--- config.mk ---
export PLATFORM = sky130hd
export DESIGN_NAME = grid_stepper
export DESIGN_NICKNAME = d
export VERILOG_FILES = /design/src/rtl/grid_stepper_pkg.sv /design/src/rtl/gs_fall_detect.sv /design/src/rtl/gs_dir_decode.sv /design/src/rtl/gs_axis.sv /design/src/rtl/grid_stepper.sv
export SDC_FILE = /design/constraint.sdc
export NUM_CORES = 1
export LEC_CHECK = 0
export BUFFER_PORTS_ARGS = -buffer_cell sky130_fd_sc_hd__buf_2
export CORE_AREA = 2 2 39 41
export DETAILED_ROUTE_END_ITERATION = 6
export DIE_AREA = 0 0 41 43
export SLEW_MARGIN = 15
export SYNTH_ARGS = -nofsm -noshare
export SYNTH_HDL_FRONTEND = slang
export SYNTH_SLANG_ARGS = --single-unit
export TNS_END_PERCENT = 10
--- constraint.sdc ---
create_clock -name clk -period 3.94 [get_ports clk]
set_clock_uncertainty 0.05 [all_clocks]
set_input_delay 0.394 -clock clk [delete_from_list [all_inputs] [get_ports clk]]
set_output_delay 0.394 -clock clk [all_outputs]
set_load 0.02 [all_outputs]
--- src/rtl/grid_stepper_pkg.sv ---
package grid_stepper_pkg;

  typedef enum logic [1:0] {
    DIR_UP    = 2'b00,
    DIR_RIGHT = 2'b01,
    DIR_LEFT  = 2'b10,
    DIR_DOWN  = 2'b11
  } dir_e;

  // Axis index used for the per-axis step requests.
  localparam int AXIS_X   = 0;
  localparam int AXIS_Y   = 1;
  localparam int N_AXES   = 2;

  typedef struct packed {
    logic [N_AXES-1:0] inc;
    logic [N_AXES-1:0] dec;
  } step_req_t;

endpackage

--- src/rtl/gs_fall_detect.sv ---
module gs_fall_detect (
  input  logic clk,
  input  logic rst,
  input  logic strobe,
  output logic fall
);
  logic strobe_q;

  always_ff @(posedge clk) begin
    if (rst) strobe_q <= 1'b0;
    else     strobe_q <= strobe;
  end

  assign fall = strobe_q & ~strobe;
endmodule

--- src/rtl/gs_dir_decode.sv ---
module gs_dir_decode
  import grid_stepper_pkg::*;
(
  input  logic      fire,
  input  logic [1:0] dir,
  output step_req_t req
);
  always_comb begin
    req = '0;
    if (fire) begin
      unique case (dir_e'(dir))
        DIR_UP:    req.dec[AXIS_Y] = 1'b1;
        DIR_RIGHT: req.inc[AXIS_X] = 1'b1;
        DIR_LEFT:  req.dec[AXIS_X] = 1'b1;
        DIR_DOWN:  req.inc[AXIS_Y] = 1'b1;
        default:   req = '0;
      endcase
    end
  end
endmodule

--- src/rtl/gs_axis.sv ---
module gs_axis #(
  parameter int COORD_W = 3
) (
  input  logic               clk,
  input  logic               rst,
  input  logic               inc,
  input  logic               dec,
  output logic [COORD_W-1:0] coord
);
  localparam logic [COORD_W-1:0] C_MAX = {COORD_W{1'b1}};
  localparam logic [COORD_W-1:0] C_ONE = {{(COORD_W-1){1'b0}}, 1'b1};

  function automatic logic [COORD_W-1:0] sat_up(input logic [COORD_W-1:0] v);
    return (v == C_MAX) ? v : v + C_ONE;
  endfunction

  function automatic logic [COORD_W-1:0] sat_down(input logic [COORD_W-1:0] v);
    return (v == '0) ? v : v - C_ONE;
  endfunction

  always_ff @(posedge clk) begin
    if (rst)      coord <= '0;
    else if (inc) coord <= sat_up(coord);
    else if (dec) coord <= sat_down(coord);
  end
endmodule

--- src/rtl/grid_stepper.sv ---
module grid_stepper
  import grid_stepper_pkg::*;
#(
  parameter int COORD_W = 3
) (
  input  logic               clk,
  input  logic               rst,
  input  logic               drive,
  input  logic [1:0]         dir,
  input  logic               aux_rst,
  output logic [COORD_W-1:0] pos_x,
  output logic [COORD_W-1:0] pos_y
);
  logic      fall_evt;
  step_req_t step_req;
  logic [COORD_W-1:0] coord [N_AXES];

  // Secondary reset deliberately has no path into the position state.
  logic unused_aux;
  assign unused_aux = aux_rst;

  gs_fall_detect u_fall (
    .clk    (clk),
    .rst    (rst),
    .strobe (drive),
    .fall   (fall_evt)
  );

  gs_dir_decode u_dec (
    .fire (fall_evt),
    .dir  (dir),
    .req  (step_req)
  );

  for (genvar a = 0; a < N_AXES; a++) begin : g_axis
    gs_axis #(.COORD_W(COORD_W)) u_axis (
      .clk   (clk),
      .rst   (rst),
      .inc   (step_req.inc[a]),
      .dec   (step_req.dec[a]),
      .coord (coord[a])
    );
  end

  assign pos_x = coord[AXIS_X];
  assign pos_y = coord[AXIS_Y];
endmodule

# After elaboration in Yosys (flattened, before gate mapping)
# Cells that the tools add are included.
[word_totals] ram_bits=0 latchBits=0 out_inout_bits=6 wordCells=38 romBits=0 regBits=7 mem_count=0 input_bits=6
[op_classes] add_sub_neg=4 bitwise=2 shift=0 div_mod_pow=0 order_cmp=0 mux=13 multipliers=0 n_eq_ne=9 n_reduce_logical=7
[ops] op="$mux W3" n=8
[ops] op="$ne A2 B2 Y1 const B" n=4
[ops] op="$add A3 B1 Y3 const B" n=2
[ops] op="$eq A3 B3 Y1 const B" n=2
[ops] op="$logic_not A3 Y1" n=2
[ops] op="$reduce_and A3 Y1" n=2
[ops] op="$sub A3 B1 Y3 const B" n=2
[ops] op="$eq A2 B2 Y1 const B" n=2
[ops] op="$mux W1" n=4
[ops] op="$mux W4" n=1
[ops] op="$reduce_bool A2 Y1" n=2
[ops] op="$eq A2 B1 Y1 const B" n=1
[ops] op="$logic_not A2 Y1" n=1
[ops] op="$and A1 B1 Y1" n=1
[ops] op="$not A1 Y1" n=1

# Longest topological paths before layout
# Gate-level depths: netlist of the first run.
[logic_depth] depth_word=5 ltp_mapped=6 depth_no_buf=6

# Hierarchy
# A second synthesis of the first run with hierarchy kept.
[unflattened] hier_cells=65 hier_area_um2=545.5
[modules_own_cells] mod="gs_axis" area_each_um2=236.5 cells_each=29 seq_area_each_um2=60.1 instances=2
[modules_own_cells] mod="gs_dir_decode" area_each_um2=37.5 cells_each=4 seq_area_each_um2=0.0 instances=1
[modules_own_cells] mod="gs_fall_detect" area_each_um2=35.0 cells_each=3 seq_area_each_um2=20.0 instances=1

# Worst setup path before layout of the first run
# OpenSTA, ideal clock, no wires.
[synth_path] path_type="input port to flip-flop" startpoint="input drive" endpoint="register g_axis[0].u_axis.coord[2]" t_arrival_ps=1651 path_slack_ps=2169 setup_ps=70 cell_stages=6 required_ps=3820 n_path_buf=0 cell_sequence="and4bb_1 inv_1 fa_1 xor2_1 or3_1 a21oi_1"
[synth_between] elab_chain_len=5 word_cells_on_any_way=8 cone_classes="eq/ne: 2; mux: 2; bitwise: 2; reduce/logical: 2"
[synth_rtl] element="start, declared" line="grid_stepper.sv:8" source="input logic drive,"
[synth_rtl] element="$not A1 Y1 *" line="gs_fall_detect.sv:14" source="assign fall = strobe_q & ~strobe;"
[synth_rtl] element="$and A1 B1 Y1 *" line="gs_fall_detect.sv:14"
[synth_rtl] element="$mux W4 *" line="gs_dir_decode.sv:10" source="if (fire) begin"
[synth_rtl] element="$ne A2 B2 Y1 (no line) / $reduce_bool A2 Y1 (equally long branches)"
[synth_rtl] element="$reduce_and A3 Y1 (no line)"
[synth_rtl] element="end signal, assigned" line="gs_axis.sv:23" source="else if (inc) coord <= sat_up(coord);"
[synth_rtl] element="end signal, assigned" line="gs_axis.sv:24" source="else if (dec) coord <= sat_down(coord);"
[synth_rtl] element="end, declared" line="gs_axis.sv:8" source="output logic [COORD_W-1:0] coord"
# Every way passes the cells marked *; elsewhere a longest branch is shown, timed or not.
# A chain may end at the register's enable or synchronous reset.

# Final worst setup path of the first run
[layout_path] startpoint="register u_fall.strobe_q" endpoint="register g_axis[0].u_axis.coord[2]"
[layout_between] elab_chain_len=4 word_cells_on_any_way=7 cone_classes="eq/ne: 2; mux: 2; bitwise: 1; reduce/logical: 2"
[layout_rtl] element="start, declared" line="gs_fall_detect.sv:7" source="logic strobe_q;"
[layout_rtl] element="start signal, assigned" line="gs_fall_detect.sv:11" source="else strobe_q <= strobe;"
[layout_rtl] element="$and A1 B1 Y1 *" line="gs_fall_detect.sv:14"
[layout_rtl] element="$mux W4 *" line="gs_dir_decode.sv:10"
[layout_rtl] element="$ne A2 B2 Y1 (no line) / $reduce_bool A2 Y1 (equally long branches)"
[layout_rtl] element="$reduce_and A3 Y1 (no line)"
# Marked as above.

==> flow_metrics.env, run 1 <==
export IMPL_drt_vias_per_instance=4.81
export IMPL_io_buffer_count=10
export IMPL_synthFlopType="dfxtp_1"
export IMPL_setup_tns_ns=0
export IMPL_hold_ws_ns=0.357
export IMPL_synth_seq_cells=7
export IMPL_slowest_stage="fa_1"
export IMPL_fin_util_pct=35.6
export IMPL_drt_first_pass_iters=4
export IMPL_clk_pin_slew_ns=0.06
export IMPL_wl_per_cell_um=10.5
export IMPL_power_density_mw_per_mm2=324
export IMPL_core_area_mm2=0.00138
export IMPL_drt_iter0_drc=4
export IMPL_insertion_delay_ns=0.25
export IMPL_combinationalPowerShare_pct=11.4
export IMPL_grtUsageTotal_pct=10.1
export IMPL_placed_cells_incl_taps=66
export IMPL_async_flop_share_pct=0
export IMPL_syn_nets=48
export IMPL_outcome="completed"
export IMPL_crit_path_cell_trace="and4bb_1 -> inv_1 -> fa_1 -> xor2_1 -> or3_1 -> a21oi_1"
export IMPL_drive_above_1_share_pct=27.8
export IMPL_cp_required_ns=4.07
export IMPL_antenna_found_initial=0
export IMPL_seqPwrFrac_pct=47.1
export IMPL_vias=337
export IMPL_max_stage_delay_ns=0.37
export IMPL_clkSinkCount=7
export IMPL_path_max_fanout=4
export IMPL_critical_path_class="flip-flop to flip-flop"
export IMPL_holdCritPathClass="input port to flip-flop"
export IMPL_gr_total_overflow=0
export IMPL_fillers=149
export IMPL_p_int_mw=0.120
export IMPL_htreeDepth=1
export IMPL_cp_arrival_ns=1.87
export IMPL_clkPwrFrac_pct=41.5
export IMPL_dp_hpwl_um=559
export IMPL_grt_pass1_vias=273
export IMPL_routed_wl_um=736
export IMPL_p_leak_nw=0.219
export IMPL_cts_buffer_depth=2
export IMPL_power_mw=0.160
export IMPL_p_sw_share_pct=25.0
export IMPL_io_pin_count=12
export IMPL_die_area_mm2=0.00176
export IMPL_cts_resized=0
export IMPL_fin_crit_sh_pct=44.2
export IMPL_ir_worst_vdd_mv=0.0876
export IMPL_final_nets=63
export IMPL_layout_setup_ws_ns=2.20
export IMPL_rows=14
export IMPL_cts_tree="done"
export IMPL_tightest_slew_ns=0.392
export IMPL_grt_setup_unrepaired="no"
export IMPL_dpl_cell_area_um2=467
export IMPL_start_kind="flip-flop"
export IMPL_fin_area_um2=493
export IMPL_slew_viol_final=0
export IMPL_stdcell_count=70
export IMPL_setup_violations_final=0
export IMPL_syn_area_per_cell_um2=9.92
export IMPL_grt_max_degree=9
export IMPL_start_util_pct=28.7
export IMPL_die_h_um=43
export IMPL_synth_area_um2=397
export IMPL_die_w_um=41
export IMPL_yosys_warnings=0
export IMPL_maxCapViolations=0
export IMPL_postRouteAntennaNets=0
export IMPL_power_net_switching_mw=0.0399
export IMPL_timing_final_crit_period_ns=1.74
export IMPL_ys_seq_area_share_pct=35.3
export IMPL_cts_root_buf="clkbuf_4"
export IMPL_ctsHoldBuffers=0
export IMPL_critPathCaptureType="flip-flop"
export IMPL_gp_congestion=0.741
export IMPL_synth_cell_types=23
export IMPL_cts_setup_buffers=0
export IMPL_hold_viol=0
export IMPL_grt_pass1_wl_um=1140
export IMPL_antenna_cells=0
export IMPL_syn_to_final_growth_pct=24.3
export IMPL_syn_inst=40
export IMPL_cts_buffers=3
export IMPL_max_freq_mhz=574
export IMPL_synth_edff_count=0
export IMPL_drc_errors=0
export IMPL_placement_setup_worst_slack_ns=1.97
export IMPL_slew_headroom_pct=73.9
==> path summary, 6_finish.rpt <==
path | startpoint | to | slack (ns) | cells after the start
setup / recovery | u_fall.strobe_q | g_axis[0].u_axis.coord[2] | 2.20 | 6
hold / removal | drive | u_fall.strobe_q | 0.36 | 2
setup reg to reg | u_fall.strobe_q | g_axis[0].u_axis.coord[2] | 2.20 | 6
hold reg to reg | g_axis[0].u_axis.coord[2] | g_axis[0].u_axis.coord[2] | 0.46 | 2
==> flip-flops by register name, indices dropped and copies added (netlist names) <==
name / count
g_axis.u_axis.coord: 6
u_fall.strobe_q: 1
==> final cells by class <==
class                   count  area, um^2  share of cell area [%]
clock buffers               4        26.3                    5.33
inverters                   1        3.75                   0.761
multi-input cells          32         253                    51.3
flip-flops and latches      7         140                    28.4
well taps                  16        20.0                    4.06
repair buffers             10        50.0                    10.2
==> layer usage <==
metal	up-vias	global-route usage, %	share of wire, %
met5	-	0	0
met2	9	13.4	43
met1	155	12.7	49
met3	2	3.14	4.8
li1	171	-	-
met4	0	8.00	2.2
==> synth_stat cells, types with 2 or more instances <==
master	count	share of area, %
nor2_1	5	4.7
or3_1	2	3.2
a21oi_1	2	2.5
fa_1	2	10
mux2i_1	2	5.0
xor2_1	3	6.6
nor2b_1	2	3.2
dfxtp_1	7	35
==> cells in the final DEF (no fill, tap or decap), drive strengths merged <==
cell / instances
o22ai: 1
clkbuf: 4
buf: 10
nand3: 1
nand2b: 1
a22oi: 1
nor3: 1
or4b: 1
nor2: 5
xor2: 3
or3: 2
inv: 1
and3: 1
fa: 2
o21ai: 1
mux2i: 2
nor2b: 2
nand4b: 1
dfxtp: 7
nand2: 1
a31o: 1
and4bb: 2
a21oi: 2
xnor2: 1
==> kinds of logic (layout without fill, tap and decap cells) <==
group	after synthesis	count (layout)	synth area share, %
simple gates	18	18	28.7
xor+xnor	4	4	8.83
fa+ha+maj	2	2	10.1
buf+inv	1	15	0.945
mux	2	2	5.05
compound gates	6	6	11.0
flops	7	7	35.3
==> worst max-delay path, delay by kind of cell (launching register included) <==
kind / cells / cell delay, ns
AND/OR/NAND/NOR: 2 / 0.54
buffers and inverters: 1 / 0.06
adder cells (fa/ha/maj): 1 / 0.37
XOR/XNOR: 1 / 0.18
flip-flops: 1 / 0.35
AO/OA/AOI/OAI: 1 / 0.14
==> power by group through the flow <==
stage          Sequential, mW  Clock [mW]  Combinational, mW
2_1_floorplan          0.0783           0            0.00937
3_3_place_gp           0.0768           0             0.0180
3_5_place_dp           0.0768           0             0.0182
4_1_cts                0.0753      0.0685             0.0184
5_1_grt                0.0757      0.0715             0.0205
6_report               0.0753      0.0662             0.0182
Note: power is estimated with default switching activity, not from simulation.
==> inputs of run 2 (changes only) <==
==> constraint.sdc (replaced) <==
create_clock -name clk -period 1.45 [get_ports clk]
set_clock_uncertainty 0.05 [all_clocks]
set_input_delay 0.145 -clock clk [delete_from_list [all_inputs] [get_ports clk]]
set_output_delay 0.145 -clock clk [all_outputs]
set_load 0.02 [all_outputs]
==> flow_metrics.env, run 2 (synthesis results as in run 1) <==
export IMPL_gp_congestion=0.722
export IMPL_routed_wl_um=907
export IMPL_grt_pass1_vias=364
export IMPL_antenna_found_initial=0
export IMPL_cts_root_buf="clkbuf_4"
export IMPL_syn_to_final_growth_pct=47.9
export IMPL_htreeDepth=1
export IMPL_drive_above_1_share_pct=46.0
export IMPL_cpLargestDelayFamily="simple AND/OR/NAND/NOR gates"
export IMPL_slew_headroom_pct=76.7
export IMPL_io_buffer_count=10
export IMPL_insertion_delay_ns=0.25
export IMPL_power_density_mw_per_mm2=770
export IMPL_vias=377
export IMPL_dpl_cell_area_um2=538
export IMPL_cp_arrival_ns=1.81
export IMPL_die_area_mm2=0.00176
export IMPL_cts_buffers=3
export IMPL_power_mw=0.452
export IMPL_dp_hpwl_um=673
export IMPL_fin_area_um2=587
export IMPL_largest_register_ffs=6
export IMPL_layout_common_cells="10 x buf_2, 9 x buf_4, 6 x dfxtp_1, 5 x nor2_1, 3 x clkbuf_4"
export IMPL_antenna_cells=0
export IMPL_clk_pin_slew_ns=0.05
export IMPL_fin_crit_sh_pct=116
export IMPL_die_w_um=41
export IMPL_critPathCaptureType="flip-flop"
export IMPL_ir_worst_vdd_mv=0.317
export IMPL_grtUsageTotal_pct=13.2
export IMPL_timing_final_crit_period_ns=1.67
export IMPL_drt_iter0_drc=6
export IMPL_violations="negative setup slack"
export IMPL_cp_required_ns=1.59
export IMPL_grt_setup_unrepaired="yes"
export IMPL_drt_vias_per_instance=4.77
export IMPL_grt_max_degree=9
export IMPL_final_common_cell="buf_2"
export IMPL_top_register="g_axis.u_axis.coord"
export IMPL_setup_tns_ns=-0.462
export IMPL_tightest_slew_ns=0.347
export IMPL_rows=14
export IMPL_wl_per_cell_um=11.5
export IMPL_holdCritPathClass="input port to flip-flop"
export IMPL_maxCapViolations=0
export IMPL_cts_buffer_depth=2
export IMPL_path_max_fanout=3
export IMPL_clkSinkCount=7
export IMPL_hold_ws_ns=0.0983
export IMPL_final_nets=72
export IMPL_slowest_stage="dfxtp_2"
export IMPL_critical_path_class="flip-flop to flip-flop"
export IMPL_hold_viol=0
export IMPL_slew_viol_final=0
export IMPL_max_stage_delay_ns=0.34
export IMPL_max_freq_mhz=597
export IMPL_layout_setup_ws_ns=-0.225
export IMPL_start_util_pct=28.7
export IMPL_die_h_um=43
export IMPL_outcome="finished with violations"
export IMPL_grt_pass1_wl_um=1500
export IMPL_cts_tree="done"
export IMPL_drt_first_pass_iters=2
export IMPL_top_regs="g_axis.u_axis.coord: 6 flops, u_fall.strobe_q: 1 flops"
export IMPL_crit_path_cell_trace="and4bb_1 -> inv_1 -> fa_2 -> xor2_1 -> or3_1 -> a21oi_2"
export IMPL_io_pin_count=12
export IMPL_p_leak_nw=0.264
export IMPL_gr_total_overflow=0
export IMPL_placement_setup_worst_slack_ns=-0.240
export IMPL_start_kind="flip-flop"
export IMPL_drc_errors=0
export IMPL_core_area_mm2=0.00138
export IMPL_setup_violations_final=4
export IMPL_postRouteAntennaNets=0
export IMPL_path_buf_inv=1
[run 2: cell types whose count changed in the layout (fill, tap and decap cells not counted), sizes merged]
| cell | change |
|---|---|
| buf | +9 |
[run 2: power breakdown]
| group | internal [mW] | switching (mW) | total (mW) |
|---|---|---|---|
| sequential | 0.198 | 0.00573 | 0.204 |
| combinational | 0.0347 | 0.0342 | 0.0689 |
| clock | 0.105 | 0.0734 | 0.178 |
| total | 0.338 | 0.113 | 0.452 |
[run 2: worst reg2reg max path: cells and delay by family, from the launching register on]
| kind | cells | cell delay, ns |
|---|---|---|
| AND/OR/NAND/NOR | 2 | 0.54 |
| adder cells (fa/ha/maj) | 1 | 0.33 |
| buffers and inverters | 1 | 0.06 |
| XOR/XNOR | 1 | 0.18 |
| flip-flops | 1 | 0.34 |
| AO/OA/AOI/OAI | 1 | 0.12 |
[run 2: repair_timing]
item / CTS / global route
resized for setup: 2 / 2
setup buffers: 0 / 0
pin swaps: 2 / 1
endpoints found under the setup margin: 4 / 6
hold buffers: 0 / 0
[run 2: routing by layer]
layer  wire [um]  GRT usage [%]  vias to the layer above
li1            -              -                      191
met5           0              0                        -
met3          46           7.85                        2
met2         417           18.8                       10
met1         434           15.2                      174
met4           9           6.00                        0
[run 2: final timing paths]
kind | to | cells past startpoint | slack (ns) | from
setup / recovery | g_axis[0].u_axis.coord[2] | 6 | -0.22 | u_fall.strobe_q
hold / removal | u_fall.strobe_q | 2 | 0.1 | drive
setup reg to reg | g_axis[0].u_axis.coord[2] | 6 | -0.22 | u_fall.strobe_q
hold reg to reg | g_axis[0].u_axis.coord[1] | 2 | 0.55 | g_axis[0].u_axis.coord[1]
[run 2: through the flow]
stage	utilization (%)	cells
floorplan	-	40
global placement	38.9	75
detailed placement	38.9	75
CTS	41.6	79
global route	42.4	79
finish	42.4	79
[run 2: area by class of cell]
type | count | area (um^2)
Sequential cell | 7 | 141
Tap cell | 16 | 20.0
Inverter | 1 | 3.75
Multi-Input combinational cell | 32 | 278
Clock buffer | 4 | 26.3
Fill cell | 147 | 797
Timing Repair Buffer | 19 | 118
